**src/rtl/lict_pkg.sv**
```systemverilog
package lict_pkg;
   typedef enum logic [1:0] {
      SEL_INIT  = 2'd0,
      SEL_DIV   = 2'd1,
      SEL_ENTRY = 2'd2,
      SEL_NONE  = 2'd3
   } lict_sel_e;

   localparam int          ENTRY_PERIODIC_BIT = 17;
   localparam int          ENTRY_MASK_BIT     = 16;
   localparam logic [31:0] ENTRY_RESET        = 32'h0001_0000;

   // split divide code {bit3, bit1, bit0}; shift = (code + 1) mod 8
   function automatic logic [2:0] div_to_shift(input logic [3:0] d);
      return {d[3], d[1:0]} + 3'd1;
   endfunction
endpackage

```
**src/rtl/lict_cfg.sv**
```systemverilog
module lict_cfg
   import lict_pkg::*;
#(
   parameter int DATA_W  = 32,
   parameter int CNT_W   = 32,
   parameter int VEC_W   = 8,
   parameter int SHIFT_W = 3
) (
   input  logic               clk,
   input  logic               rst_n,
   input  logic               wr_en,
   input  logic [1:0]         wr_sel,
   input  logic [DATA_W-1:0]  wr_data,
   output logic               restart_o,
   output logic [CNT_W-1:0]   init_o,
   output logic [SHIFT_W-1:0] shift_o,
   output logic               periodic_o,
   output logic               masked_o,
   output logic [VEC_W-1:0]   vec_o
);
   localparam logic [3:0] DIV_RESET = 4'h0;

   generate
      if (SHIFT_W != 3) begin : g_bad_shift
         $error("lict_cfg: divide decode yields exactly 3 shift bits");
      end
      if (DATA_W <= ENTRY_PERIODIC_BIT || CNT_W > DATA_W || VEC_W > ENTRY_MASK_BIT) begin : g_bad_width
         $error("lict_cfg: field widths do not fit the write data");
      end
   endgenerate

   lict_sel_e sel;
   assign sel       = lict_sel_e'(wr_sel);
   assign restart_o = wr_en && (sel == SEL_INIT);
   assign init_o    = wr_data[CNT_W-1:0];

   always_ff @(posedge clk) begin
      if (!rst_n) begin
         shift_o    <= div_to_shift(DIV_RESET);
         periodic_o <= ENTRY_RESET[ENTRY_PERIODIC_BIT];
         masked_o   <= ENTRY_RESET[ENTRY_MASK_BIT];
         vec_o      <= ENTRY_RESET[VEC_W-1:0];
      end else if (wr_en) begin
         if (sel == SEL_DIV) begin
            shift_o <= div_to_shift(wr_data[3:0]);
         end
         if (sel == SEL_ENTRY) begin
            periodic_o <= wr_data[ENTRY_PERIODIC_BIT];
            masked_o   <= wr_data[ENTRY_MASK_BIT];
            vec_o      <= wr_data[VEC_W-1:0];
         end
      end
   end


   sel_none_inert_chk: assert property (@(posedge clk) disable iff (!rst_n)
      (wr_en && sel == SEL_NONE) |=> (shift_o == $past(shift_o)) && (vec_o == $past(vec_o))
                                   && (masked_o == $past(masked_o)) && (periodic_o == $past(periodic_o)));
endmodule

```
**src/rtl/lict_prescaler.sv**
```systemverilog
module lict_prescaler #(
   parameter int SHIFT_W = 3
) (
   input  logic               clk,
   input  logic               rst_n,
   input  logic               restart_i,
   input  logic [SHIFT_W-1:0] shift_i,
   output logic               tick_o
);
   localparam int PW = (1 << SHIFT_W) - 1;

   generate
      if (SHIFT_W < 1 || SHIFT_W > 5) begin : g_bad_param
         $error("lict_prescaler: SHIFT_W out of range");
      end
   endgenerate

   logic [PW-1:0] cnt_q;
   logic [PW-1:0] low_mask;

   generate
      for (genvar i = 0; i < PW; i++) begin : g_mask
         assign low_mask[i] = (shift_i > SHIFT_W'(i));
      end
   endgenerate

   always_ff @(posedge clk) begin
      if (!rst_n || restart_i) cnt_q <= '0;
      else                     cnt_q <= cnt_q + PW'(1);
   end

   assign tick_o = &(cnt_q | ~low_mask);


   restart_phase_chk: assert property (@(posedge clk) disable iff (!rst_n)
      (restart_i && shift_i != '0) |=> !tick_o);
endmodule

```
**src/rtl/lict_downcounter.sv**
```systemverilog
module lict_downcounter #(
   parameter int CNT_W = 32,
   parameter int VEC_W = 8
) (
   input  logic             clk,
   input  logic             rst_n,
   input  logic             restart_i,
   input  logic [CNT_W-1:0] init_i,
   input  logic             tick_i,
   input  logic             periodic_i,
   input  logic             masked_i,
   input  logic [VEC_W-1:0] vec_i,
   output logic [CNT_W-1:0] cur_o,
   output logic             irq_o,
   output logic [VEC_W-1:0] irq_vec_o
);
   generate
      if (CNT_W < 2 || VEC_W < 1) begin : g_bad_param
         $error("lict_downcounter: bad width");
      end
   endgenerate

   logic [CNT_W-1:0] cur_q, cur_d, init_q, init_d;
   logic             armed_q, armed_d, fire;

   always_comb begin
      cur_d   = cur_q;
      init_d  = init_q;
      armed_d = armed_q;
      fire    = 1'b0;
      if (restart_i) begin
         cur_d   = init_i;
         init_d  = init_i;
         armed_d = (init_i != '0);
      end else if (tick_i) begin
         if (cur_q != '0) begin
            cur_d = cur_q - CNT_W'(1);
         end else if (periodic_i) begin
            cur_d   = init_q;
            fire    = (init_q != '0);
            armed_d = 1'b0;
         end else if (armed_q) begin
            fire    = 1'b1;
            armed_d = 1'b0;
         end
      end
   end

   always_ff @(posedge clk) begin
      if (!rst_n) begin
         cur_q     <= '0;
         init_q    <= '0;
         armed_q   <= 1'b0;
         irq_o     <= 1'b0;
         irq_vec_o <= '0;
      end else begin
         cur_q     <= cur_d;
         init_q    <= init_d;
         armed_q   <= armed_d;
         irq_o     <= fire && !masked_i;
         irq_vec_o <= (fire && !masked_i) ? vec_i : '0;
      end
   end

   assign cur_o = cur_q;


   single_pulse_chk: assert property (@(posedge clk) disable iff (!rst_n)
      irq_o |=> !irq_o);

   mask_blocks_chk: assert property (@(posedge clk) disable iff (!rst_n)
      irq_o |-> !$past(masked_i));

   expire_at_zero_chk: assert property (@(posedge clk) disable iff (!rst_n)
      irq_o |-> ($past(cur_q) == '0) && $past(tick_i));

   zero_start_silent_chk: assert property (@(posedge clk) disable iff (!rst_n)
      irq_o |-> $past(init_q) != '0);

   restart_quiet_chk: assert property (@(posedge clk) disable iff (!rst_n)
      restart_i |=> !irq_o);

   step_by_one_chk: assert property (@(posedge clk) disable iff (!rst_n)
      (!$past(restart_i) && cur_q != $past(cur_q)) |->
         (cur_q == $past(cur_q) - CNT_W'(1)) || ($past(cur_q) == '0));
endmodule

```
**src/rtl/lict_timer.sv**
```systemverilog
module lict_timer #(
   parameter int DATA_W  = 32,
   parameter int CNT_W   = 32,
   parameter int VEC_W   = 8,
   parameter int SHIFT_W = 3
) (
   input  logic              clk,
   input  logic              rst_n,
   input  logic              wr_en,
   input  logic [1:0]        wr_sel,
   input  logic [DATA_W-1:0] wr_data,
   output logic [CNT_W-1:0]  cur_count,
   output logic              irq_pulse,
   output logic [VEC_W-1:0]  irq_vector
);
   logic               restart;
   logic [CNT_W-1:0]   init_val;
   logic [SHIFT_W-1:0] shift;
   logic               periodic, masked, tick;
   logic [VEC_W-1:0]   vec;

   lict_cfg #(.DATA_W(DATA_W), .CNT_W(CNT_W), .VEC_W(VEC_W), .SHIFT_W(SHIFT_W)) u_cfg (
      .clk(clk), .rst_n(rst_n), .wr_en(wr_en), .wr_sel(wr_sel), .wr_data(wr_data),
      .restart_o(restart), .init_o(init_val), .shift_o(shift),
      .periodic_o(periodic), .masked_o(masked), .vec_o(vec)
   );

   lict_prescaler #(.SHIFT_W(SHIFT_W)) u_presc (
      .clk(clk), .rst_n(rst_n), .restart_i(restart), .shift_i(shift), .tick_o(tick)
   );

   lict_downcounter #(.CNT_W(CNT_W), .VEC_W(VEC_W)) u_cnt (
      .clk(clk), .rst_n(rst_n), .restart_i(restart), .init_i(init_val), .tick_i(tick),
      .periodic_i(periodic), .masked_i(masked), .vec_i(vec),
      .cur_o(cur_count), .irq_o(irq_pulse), .irq_vec_o(irq_vector)
   );
endmodule

```
**config.mk**
```make
export PLATFORM = sky130hd
export DESIGN_NAME = lict_timer
export DESIGN_NICKNAME = d
export VERILOG_FILES = /design/src/rtl/lict_pkg.sv /design/src/rtl/lict_cfg.sv /design/src/rtl/lict_prescaler.sv /design/src/rtl/lict_downcounter.sv /design/src/rtl/lict_timer.sv
export SDC_FILE = /design/constraint.sdc
export NUM_CORES = 1
export LEC_CHECK = 0
export ABC_AREA = 0
export BUFFER_PORTS_ARGS = -buffer_cell sky130_fd_sc_hd__buf_2
export CAP_MARGIN = 0
export CORE_UTILIZATION = 59
export CTS_BUF_LIST = sky130_fd_sc_hd__clkbuf_4 sky130_fd_sc_hd__clkbuf_8
export DETAILED_ROUTE_END_ITERATION = 10
export HOLD_SLACK_MARGIN = 0.06
export PLACE_DENSITY = 0.82
export RECOVER_POWER = 50
export SETUP_SLACK_MARGIN = 0.05
export SYNTH_ARGS = -nofsm -noshare
export SYNTH_HDL_FRONTEND = slang
export SYNTH_HIERARCHICAL = 1
export SYNTH_SLANG_ARGS = --single-unit
```
**constraint.sdc**
```tcl
create_clock -name clk -period 3.1 [get_ports clk]
set_input_delay 0.31 -clock clk [delete_from_list [all_inputs] [get_ports clk]]
set_output_delay 0.31 -clock clk [all_outputs]
set_load 0.03 [all_outputs]
```
# Word level (Yosys, flattened, before mapping)
# Cells that the tools add are included.
[classes]
add_sub_neg = 3
magnitude_cmp = 7
n_eq_ne = 3
mux = 12
bitwise_logic = 2
reduce_logical = 17
[op_table]
columns = ["cell", "n"]
rows = [
  ["$mux 32", 4],
  ["$reduce_bool 32->1", 3],
  ["$sub 32x1->32 const B", 1],
  ["$reduce_and 2->1", 5],
  ["$gt 3x3->1 const B", 3],
  ["$mux 1", 8],
  ["$add 7x1->7 const B", 1],
  ["$not 7->7", 1],
  ["$or 7x7->7", 1],
  ["$reduce_and 7->1", 1],
  ["$gt 3x1->1 const B", 2],
  ["$gt 3x2->1 const B", 2],
  ["$add 3x1->3 const B", 1],
  ["$reduce_bool 3->1", 1],
  ["$eq 2x1->1 const B", 1],
  ["$eq 2x2->1 const B", 1],
  ["$logic_and 1x1->1", 2],
  ["$logic_not 1->1", 2],
  ["$logic_not 2->1", 1],
  ["$ne 2x2->1 const B", 1],
  ["$reduce_bool 2->1", 1],
  ["$logic_or 1x1->1", 1],
]
[word_totals]
register_bits = 94
in_bits = 37
output_inout_bits = 41
word_cells = 54

# Depth between registers and ports, before layout
# Gate-level depths: netlist of run 1.
[depth]
depth_word = 8
mapped_depth = 10
ltp_nobuf = 8

# By module
# Netlist of run 1, hierarchy kept.
[modules_own_cells]
columns = ["module", "instances", "cells_each", "area_per_inst_um2", "seq_area_each_um2"]
rows = [
  ["lict_downcounter", 1, 480, 4028.9, 1481.4],
  ["lict_cfg", 1, 90, 774.5, 260.2],
  ["lict_prescaler", 1, 38, 321.6, 140.1],
]

# Worst setup path before layout of run 1
# OpenSTA, ideal clock, no wires.
[synth_timing]
kind = "reg2reg"
startpoint = "reg u_cnt.cur_q[0] (netlist: u_cnt/cur_o[0])"
endpoint = "reg u_cnt.cur_q[16] (netlist: u_cnt/cur_o[16])"
setup_ns = 0.120
arrival_time_ns = 2.215
required_ns = 2.980
setup_slack_ns = 0.765
stages_incl_launch_ff = 11
path_buffers = 2
synth_period_minus_slack_ns = 2.335
path_cell_list = "dfxtp_1 inv_1 ha_1 nor3b_1 nand4_2 or3_1 buf_2 buf_6 o32a_1 o21ai_1 a21oi_1"
[synth_between]
elab_chain_cells = 4
elab_cells_between_ends = 7
classes_between = "add/sub: 1; mux: 3; reduce/logical: 3"
[synth_lines]
columns = ["element", "line", "rtl"]
rows = [
  ["start: declaration", "lict_downcounter.sv:23", "logic [CNT_W-1:0] cur_q, cur_d, init_q, init_d;"],
  ["start signal: assignment", "lict_downcounter.sv:57", "cur_q <= cur_d;"],
  ["$sub 32x1->32 or $reduce_bool 32->1 (tied branches)", "lict_downcounter.sv:37, lict_downcounter.sv:36", ""],
  ["$mux 32", "lict_downcounter.sv:36", "if (cur_q != '0) begin"],
  ["$mux 32", "lict_downcounter.sv:35", "end else if (tick_i) begin"],
  ["$mux 32", "lict_downcounter.sv:31", "if (restart_i) begin"],
]
# Parallel ways exist; a longest one is shown, timed or not. The select of a mux whose other input is x is not followed.
# A chain may end at the register's enable or synchronous reset.

# Worst setup path in the final report of run 1
[layout_timing]
startpoint = "reg u_cnt.cur_q[0] (netlist: u_cnt/cur_o[0])"
endpoint = "reg u_cnt.cur_q[29] (netlist: u_cnt/cur_o[29])"
# Same word-level chain as after synthesis.

==> flow_summary.toml, run 1 <==
[yosys]
synth.distinct_cells = 66
synth_seq_cells = 94
synth_area_per_cell_um2 = 8.43
ys_warn_count = 6
syn-num-nets = 649
seq_area_frac_synth = 0.367
synth-main-ff-cell = "dfxtp_1"
synth_edf_count = 0
async_flop_share = 0
netlist_area_um2 = 5120
syn_inst = 608

[final_layout]
fin_nets = 684
num_antenna_cells = 0
regArea_um2 = 1880
nFillCells = 726
drive_above_1_share = 0.123
layout_commonest_cell = "dfxtp_1"
multi_input_area_um2 = 2790
area_delta_synth_final_pct = 6.71
layout_common_cells = "dfxtp_1 (94), nand2_1 (79), nor2_1 (56)"

[timing]
period_share = 0.886
skew_ns = 0.00873
rsz0062_at_grt = "no"
final_hold_viol_count = 0
max_freq_mhz = 364
finalSetupViolations = 0
slew_viol_final = 32
final.setup.worst_slack_ns = 0.354
tightest_slew_ns = 1.61
setup_tns_ns = 0
period_needed_ns = 2.75
maxSlewHeadroom = -0.0711

[routing]
wl_per_cell_um = 17.8
first_pass_iters = 5
vias = 4805
initialDrtViolationCount = 539
maxUsedRoutingLayer = "met4"
wl_met3_um = 1380
wl_um = 13400
antenna_left = 0
viasPerCell = 6.38
wl_met2_um = 6130
drc_errors = 0
met1_length_um = 5540

[clock_tree]
clkTransAtPathRegs_ns = 0.10
h-tree-depth = 3
cts_buffer_depth = 2
cts.sinks = 94
numCtsBuffers = 9
root_buffer = "clkbuf_8"
insertion_delay_ns = 0.36
cts_tree = "done"
ctsHoldBuffers = 0
post_cts_resized = 0
cts_setup_buffers = 0

[critical_path]
slowest_delay_ns = 0.73
end_kind = "flop"
cp_slowest_cell = "or3_1"
critPathKind = "flop to flop"
path_max_fanout = 22
arrival_ns = 2.98
required_ns = 3.33
critPathLaunchType = "flop"
path_cells = "inv_1 > ha_1 > nor3b_1 > nand4_2 > or3_1 > and3_1 > a221oi_2 > o31ai_1"

[placement]
dpl_worst_slack_ns = 0.440
dp_hpwl_um = 9580
io_buffers = 77
gpl.final_weighted_congestion = 0.893

[grt]
first_global_vias = 4452
antenna_found_initial = 0
grt_use_total = 0.307
grt_first_pass_wirelength_um = 21700
grt_max_degree = 44
gr-total-overflow = 0

[flow_run]
max_cap_viol_count = 1

[floorplanning]
fp.dieArea_um2 = 9060
num_io_pins = 78
die_w_um = 95.2
die_h_um = 95.2
coreArea_um2 = 8300
initial_core_util = 0.618
rows = 33

[run_status]
status = "finished with violations"
violations = "max-capacitance violations, max-slew violations"

[power_and_ir_drop]
p_leak_nw = 2.15
vdd.ir_drop.worst_mv = 0.262
power_per_cell_area_nw_per_um2 = 574
finalPower_mw = 3.14

[hold_path]
holdCritPathClass = "input pin to flop"
[cell usage after synthesis, types with 3 or more instances]
library cell,n,area (um^2)
o311ai_0,4,35.0
o211a_1,12,120
nor2_1,56,210
nor3_4,3,48.8
o21ai_0,21,105
a21boi_0,20,150
nor4_1,21,131
o311ai_1,11,96.3
o211ai_1,6,45.0
nand2_1,79,297
a211o_1,3,26.3
nor3b_1,4,30.0
buf_4,32,240
buf_1,4,15.0
nor2b_1,15,93.8
and2_1,8,50.1
o31ai_1,6,45.0
inv_1,9,33.8
a31oi_1,5,31.3
nor3_1,14,70.1
ha_1,4,50.1
buf_2,9,45.0
nand3_1,20,100
buf_6,5,56.3
mux2i_1,17,170
clkbuf_1,17,63.8
a21oi_1,18,90.1
nand4_1,9,56.3
dfxtp_1,94,1880
xnor2_1,9,78.8
or3_1,6,37.5
a211oi_1,6,45.0
o21ai_1,6,30.0
xor2_1,14,123
[layer usage]
layer / up-vias / track usage
li1: 2231 / -
met1: 2263 / 0.400
met2: 274 / 0.495
met3: 37 / 0.0590
met4: 0 / 0.128
met5: - / 0
[sequential cells by signal, summed over array words and instances (netlist names)]
| name | cells |
|---|---|
| u_cnt/cur_o | 32 |
| u_cnt/init_q | 32 |
| u_cfg/vec_o | 8 |
| u_cnt/irq_vec_o | 8 |
| u_presc/cnt_q | 7 |
| u_cfg/shift_o | 3 |
| u_cfg/masked_o | 1 |
| u_cfg/periodic_o | 1 |
| u_cnt/armed_q | 1 |
| u_cnt/irq_o | 1 |
[cell families (layout without fill, tap and decap cells)]
| logic type | Yosys count | in the layout | share of synthesized area |
|---|---|---|---|
| AO/OA/AOI/OAI | 135 | 135 | 0.192 |
| XOR/XNOR | 23 | 23 | 0.0393 |
| adder cells (fa/ha/maj) | 4 | 4 | 0.00977 |
| buffers and inverters | 77 | 117 | 0.0894 |
| flip-flops | 94 | 94 | 0.367 |
| multiplexers | 18 | 18 | 0.0354 |
| AND/OR/NAND/NOR | 257 | 257 | 0.267 |
[cell type report]
type,instances,area share
Timing Repair Buffer,91,0.0785
Clock inverter,7,0.0146
Tap cell,105,0.0240
Multi-Input combinational cell,437,0.509
Inverter,10,0.00686
Clock buffer,9,0.0226
Sequential cell,94,0.344
[per-stage QoR]
stage	cells	hold slack [ns]	cell area [um^2]	utilization
2_1_floorplan	608	0.414	5120	-
3_3_place_gp	737	0.442	5330	0.642
3_5_place_dp	737	0.441	5330	0.642
4_1_cts	753	0.196	5540	0.667
5_1_grt	753	0.208	5470	0.659
6_report	753	0.206	5470	0.659
[power by group]
| part | total (mW) | internal (mW) | switching, mW |
|---|---|---|---|
| logic | 0.898 | 0.328 | 0.570 |
| registers | 1.39 | 1.28 | 0.112 |
| clock network | 0.850 | 0.385 | 0.465 |
| total | 3.14 | 1.99 | 1.15 |
[worst paths after layout]
kind              depth (start not counted)  slack [ns]                 end           start
setup / recovery                          8        0.35     u_cnt/cur_o[29]  u_cnt/cur_o[0]
hold / removal                            2        0.21    u_cfg/shift_o[0]      wr_data[0]
setup reg to reg                          8        0.35     u_cnt/cur_o[29]  u_cnt/cur_o[0]
hold reg to reg                           1        0.47  u_cnt/irq_vec_o[3]  u_cfg/vec_o[3]
[worst max-delay path, delay by kind of cell, from the launching register on]
| kind | cells | cell delay, ns |
|---|---|---|
| compound gates | 2 | 0.39 |
| fa+ha+maj | 1 | 0.15 |
| simple gates | 4 | 1.59 |
| flops | 1 | 0.37 |
| buf+inv | 1 | 0.10 |
(Power assumes the default switching activity.)
==> run 2: changes to the inputs <==
==> constraint.sdc (replaced) <==
create_clock -name clk -period 3.1 [get_ports clk]
set_input_delay 0.155 -clock clk [delete_from_list [all_inputs] [get_ports clk]]
set_output_delay 0.155 -clock clk [all_outputs]
set_load 0.03 [all_outputs]
==> run 2 against run 1 <==
The run still ends with max-capacitance violations, max-slew violations left. Die area is the same. Final cell count grew 0.66%. Power is essentially flat. Core utilization grew 0.54 points. Clock power is essentially flat. Fmax is essentially flat. Wire length grew 0.10%. Flip-flop and latch count is the same. First-iteration DRC count shrank 5.6%. Worst hold slack lost 0.13 ns. Largest cell class unchanged.
==> flow_summary.toml, run 2 (synthesis results as in run 1) <==
[run_status]
status = "finished with violations"
violations = "max-capacitance violations, max-slew violations"

[routing]
antenna_left = 0
viasPerCell = 6.36
wl_um = 13400
wl_per_cell_um = 17.7
vias = 4821
first_pass_iters = 6
drc_errors = 0
initialDrtViolationCount = 509

[grt]
antenna_found_initial = 0
grt_max_degree = 44
grt_use_total = 0.310
grt_first_pass_wirelength_um = 21900
gr-total-overflow = 0
first_global_vias = 4488

[hold_path]
holdPathEnd = "u_cfg/masked_o"
holdCritPathClass = "input pin to flop"
hold_start = "wr_data[16]"
holdPathStages = 3

[timing]
period_share = 0.886
final_hold_viol_count = 0
setup_tns_ns = 0
tightest_slew_ns = 1.57
finalSetupViolations = 0
slew_viol_final = 32
max_freq_mhz = 364
rsz0062_at_grt = "no"
skew_ns = 0.00886
period_needed_ns = 2.75
maxSlewHeadroom = -0.0485

[clock_tree]
h-tree-depth = 3
cts_setup_buffers = 0
numCtsBuffers = 9
cts_buffer_depth = 2
insertion_delay_ns = 0.36
root_buffer = "clkbuf_8"
clkTransAtPathRegs_ns = 0.10
cts_tree = "done"
cts.sinks = 94

[critical_path]
slowest_delay_ns = 0.74
end_kind = "flop"
critPathLaunchType = "flop"
critPathKind = "flop to flop"
r2r_cells = 8
required_ns = 3.33
reg2reg_to = "u_cnt/cur_o[29]"
path_max_fanout = 22
arrival_ns = 2.98
r2r-start = "u_cnt/cur_o[0]"
cp_slowest_cell = "or3_1"
path_cells = "inv_1 > ha_1 > nor3b_1 > nand4_2 > or3_1 > and3_1 > a221oi_2 > o31ai_1"
ff2ff_setup_slack_ns = 0.35

[placement]
io_buffers = 77
dp_hpwl_um = 9580
gpl.final_weighted_congestion = 0.893

[floorplanning]
num_io_pins = 78
rows = 33
initial_core_util = 0.618
die_w_um = 95.2
die_h_um = 95.2
coreArea_um2 = 8300
fp.dieArea_um2 = 9060

[power_and_ir_drop]
vdd.ir_drop.worst_mv = 0.262
power_per_cell_area_nw_per_um2 = 570
finalPower_mw = 3.14
p_leak_nw = 2.17

[final_layout]
fin_nets = 689
drive_above_1_share = 0.121
area_delta_synth_final_pct = 7.59
layout_common_cells = "dfxtp_1 (94), nand2_1 (79), nor2_1 (56)"
num_antenna_cells = 0
layout_commonest_cell = "dfxtp_1"

[flow_run]
max_cap_viol_count = 1
[run 2: cell types whose count changed in the layout (fill, tap and decap cells not counted)]
cell	before	now
nor3b_2	1	0
o21ai_1	2	3
nor3b_1	4	5
o21ai_0	25	24
dlygate4sd3_1	0	5
[run 2: timing repair]
| item | in CTS | in global routing |
|---|---|---|
| resized for setup | 0 | 0 |
| hold buffers | 5 | 0 |
| endpoints found under the hold margin | 5 | 0 |
[run 2: layout make-up]
cell class / count / area [um^2]
Timing Repair Buffer: 96 / 479
Clock inverter: 7 / 80.1
Clock buffer: 9 / 124
Multi-Input combinational cell: 437 / 2780
Inverter: 10 / 37.5
Fill cell: 723 / 2790
Sequential cell: 94 / 1880
Tap cell: 105 / 131
[run 2: routing by layer]
layer | track usage | wire, um
met5 | 0 | 0
met4 | 0.128 | 356
met3 | 0.0590 | 1300
met2 | 0.504 | 6220
met1 | 0.401 | 5530
[run 2: how the worst max path moves through the flow]
stage | start | to | depth (start not counted)
after floorplan | u_cnt/cur_o[0] | u_cnt/cur_o[16] | 10
after global placement | u_cnt/cur_o[0] | u_cnt/cur_o[29] | 8
after detailed placement | u_cnt/cur_o[0] | u_cnt/cur_o[29] | 8
after CTS | u_cnt/cur_o[0] | u_cnt/cur_o[29] | 8
after global routing | u_cnt/cur_o[0] | u_cnt/cur_o[4] | 8
final | u_cnt/cur_o[0] | u_cnt/cur_o[29] | 8
[run 2: worst max-delay path: cells and delay by family, from the launching register on]
family | cells | cell delay [ns]
buffers and inverters | 1 | 0.10
AND/OR/NAND/NOR | 4 | 1.61
AO/OA/AOI/OAI | 2 | 0.38
flip-flops | 1 | 0.37
adder cells (fa/ha/maj) | 1 | 0.16
[run 2: report_power, final]
group,internal (mW),leakage (nW),switching [mW]
combinational,0.332,1.30,0.571
sequential,1.28,0.766,0.112
clock,0.385,0.102,0.462
[run 2: stage by stage]
step	hold WS, ns	worst slack [ns]	instance area, um^2	std cells	util
2_1_floorplan	0.259	0.765	5120	608	-
3_3_place_gp	0.426	0.569	5330	737	0.642
3_5_place_dp	0.429	0.440	5330	737	0.642
4_1_cts	0.0670	0.422	5590	758	0.673
5_1_grt	0.0794	0.109	5510	758	0.664
6_report	0.0761	0.353	5510	758	0.664
==> run 3: changes to the inputs <==
--- a/config.mk
+++ b/config.mk
@@ -11,7 +11,7 @@
 export CORE_UTILIZATION = 59
 export CTS_BUF_LIST = sky130_fd_sc_hd__clkbuf_4 sky130_fd_sc_hd__clkbuf_8
 export DETAILED_ROUTE_END_ITERATION = 10
-export HOLD_SLACK_MARGIN = 0.06
+export HOLD_SLACK_MARGIN = 0.12
 export PLACE_DENSITY = 0.82
 export RECOVER_POWER = 50
 export SETUP_SLACK_MARGIN = 0.05
==> run 3 against run 2 <==
The run still ends with max-capacitance violations, max-slew violations left. Sequential share of layout area decreased by 1.5 points. Worst setup slack improved by 0.0085 ns. Count of clock-buffer cells in the layout unchanged. Clock skew increased by 0.0016 ns. Combinational power increased by 3.0%. Non-clock buffer count increased by 25. Global-route usage increased by 0.78 points. Final area increased by 4.6%. Die area unchanged. Flip-flop and latch count unchanged. Final cell count increased by 3.3%. Largest cell class unchanged. Highest routed layer unchanged.
==> flow_summary.toml, run 3 (synthesis results as in run 1) <==
[grt]
grt_use_total = 0.317
grt_first_pass_wirelength_um = 22400
grt_max_degree = 44
first_global_vias = 4644
antenna_found_initial = 0
gr-total-overflow = 0

[critical_path]
critPathKind = "flop to flop"
ff2ff_setup_slack_ns = 0.36
critPathLaunchType = "flop"
critical_path.top_delay_family = "simple AND/OR/NAND/NOR gates"
end_kind = "flop"
crit_cells = 8
arrival_ns = 2.97
worstSetupStartpoint = "u_cnt/cur_o[0]"
cp_slowest_cell = "or3_1"
crit_buf_inv = 1
r2r-start = "u_cnt/cur_o[0]"
reg2reg_to = "u_cnt/cur_o[29]"
path_cells = "inv_1 > ha_1 > nor3b_1 > nand4_2 > or3_1 > and3_1 > a221oi_2 > o31ai_1"
required_ns = 3.33
slowest_delay_ns = 0.73
setup.worst_path.end = "u_cnt/cur_o[29]"
path_max_fanout = 22
r2r_cells = 8

[timing]
skew_ns = 0.0104
slew_viol_final = 75
maxSlewHeadroom = -0.0998
tightest_slew_ns = 1.65
final.setup.worst_slack_ns = 0.361
period_share = 0.883
timing.hold.ws_ns = 0.168
rsz0062_at_grt = "no"
period_needed_ns = 2.74
finalSetupViolations = 0
setup_tns_ns = 0
max_freq_mhz = 365
final_hold_viol_count = 0

[power_and_ir_drop]
p_sw_frac = 0.364
power.switching_mw = 1.15
finalPower_mw = 3.17
power_per_cell_area_nw_per_um2 = 550
p_leak_nw = 2.27
vdd.ir_drop.worst_mv = 0.266
power.internal_mw = 2.02
pwr-share-clk = 0.268
combPwrFrac = 0.293
share_seq_of_total_power = 0.439

[clock_tree]
cts_setup_buffers = 0
numCtsBuffers = 9
cts_tree = "done"
cts_buffer_depth = 2
root_buffer = "clkbuf_8"
clkTransAtPathRegs_ns = 0.10
h-tree-depth = 3
cts.sinks = 94
insertion_delay_ns = 0.36

[floorplanning]
rows = 33
initial_core_util = 0.618
die_h_um = 95.2
coreArea_um2 = 8300
die_w_um = 95.2
num_io_pins = 78
fp.dieArea_um2 = 9060

[final_layout]
layout_commonest_cell = "dfxtp_1"
multi_input_area_um2 = 2790
area_delta_synth_final_pct = 12.5
layout_common_cells = "dfxtp_1 (94), nand2_1 (79), nor2_1 (56)"
fin_cells = 783
nFillCells = 690
drive_above_1_share = 0.114
num_antenna_cells = 0
finish.utilization = 0.695
fin_nets = 714
finalInstanceArea_um2 = 5770
regArea_um2 = 1880

[placement]
dpl_worst_slack_ns = 0.440
dp.cells = 737
gpl.final_weighted_congestion = 0.893
place_area_um2 = 5330
io_buffers = 77
dp_hpwl_um = 9580

[run_status]
status = "finished with violations"
violations = "max-capacitance violations, max-slew violations"

[routing]
antenna_left = 0
first_pass_iters = 6
vias = 4943
wl_per_cell_um = 17.7
drc_errors = 0
wl_um = 13900
initialDrtViolationCount = 519
viasPerCell = 6.31

[flow_run]
max_cap_viol_count = 2

[hold_path]
holdCritPathClass = "input pin to flop"
## run 3: cell count changes in the layout (fill, tap and decap cells not counted), sizes merged
cell and change:
clkbuf +3, buf -3, dlygate4sd3 +25
## run 3: metal layers
layer  vias up  GRT usage  share of wire
li1       2295          -              -
met1      2316      0.402           0.41
met2       286      0.522           0.47
met3        46     0.0598          0.095
met4         0      0.143          0.030
met5         -          0              0
## run 3: what timing repair did
action	in CTS	in global routing
endpoints found under the hold margin	44	0
resized for setup	0	0
hold buffers	30	0
## run 3: power groups by stage
stage                     sequential [mW]  clock (mW)  combinational, mW
after floorplan                      1.49           0              0.594
after global placement               1.41           0              0.867
after detailed placement             1.42           0              0.887
after CTS                            1.39       0.857              0.921
after global routing                 1.41       0.908               1.00
final                                1.39       0.850              0.930
## run 3: how the worst min path moves through the flow
stage,from,slack [ns],to,depth (start not counted)
5_1_grt,wr_data[30],0.15,u_cnt/init_q[30],3
2_1_floorplan,wr_data[0],0.26,u_cfg/shift_o[0],1
3_3_place_gp,wr_data[28],0.43,u_cnt/init_q[28],3
4_1_cts,wr_data[30],0.14,u_cnt/init_q[30],3
3_5_place_dp,wr_data[0],0.43,u_cfg/shift_o[0],2
6_report,wr_data[30],0.17,u_cnt/init_q[30],3
## run 3: layout make-up
type | count | area share
Clock buffer | 9 | 0.0215
Timing Repair Buffer | 121 | 0.126
Inverter | 10 | 0.00651
Sequential cell | 94 | 0.326
Tap cell | 105 | 0.0228
Multi-Input combinational cell | 437 | 0.483
Clock inverter | 7 | 0.0139
## run 3: tightest hold or removal path, cell delays in order
cell	delay, ns
buf_2	0.14
mux2i_1	0.09
nor2b_1	0.10
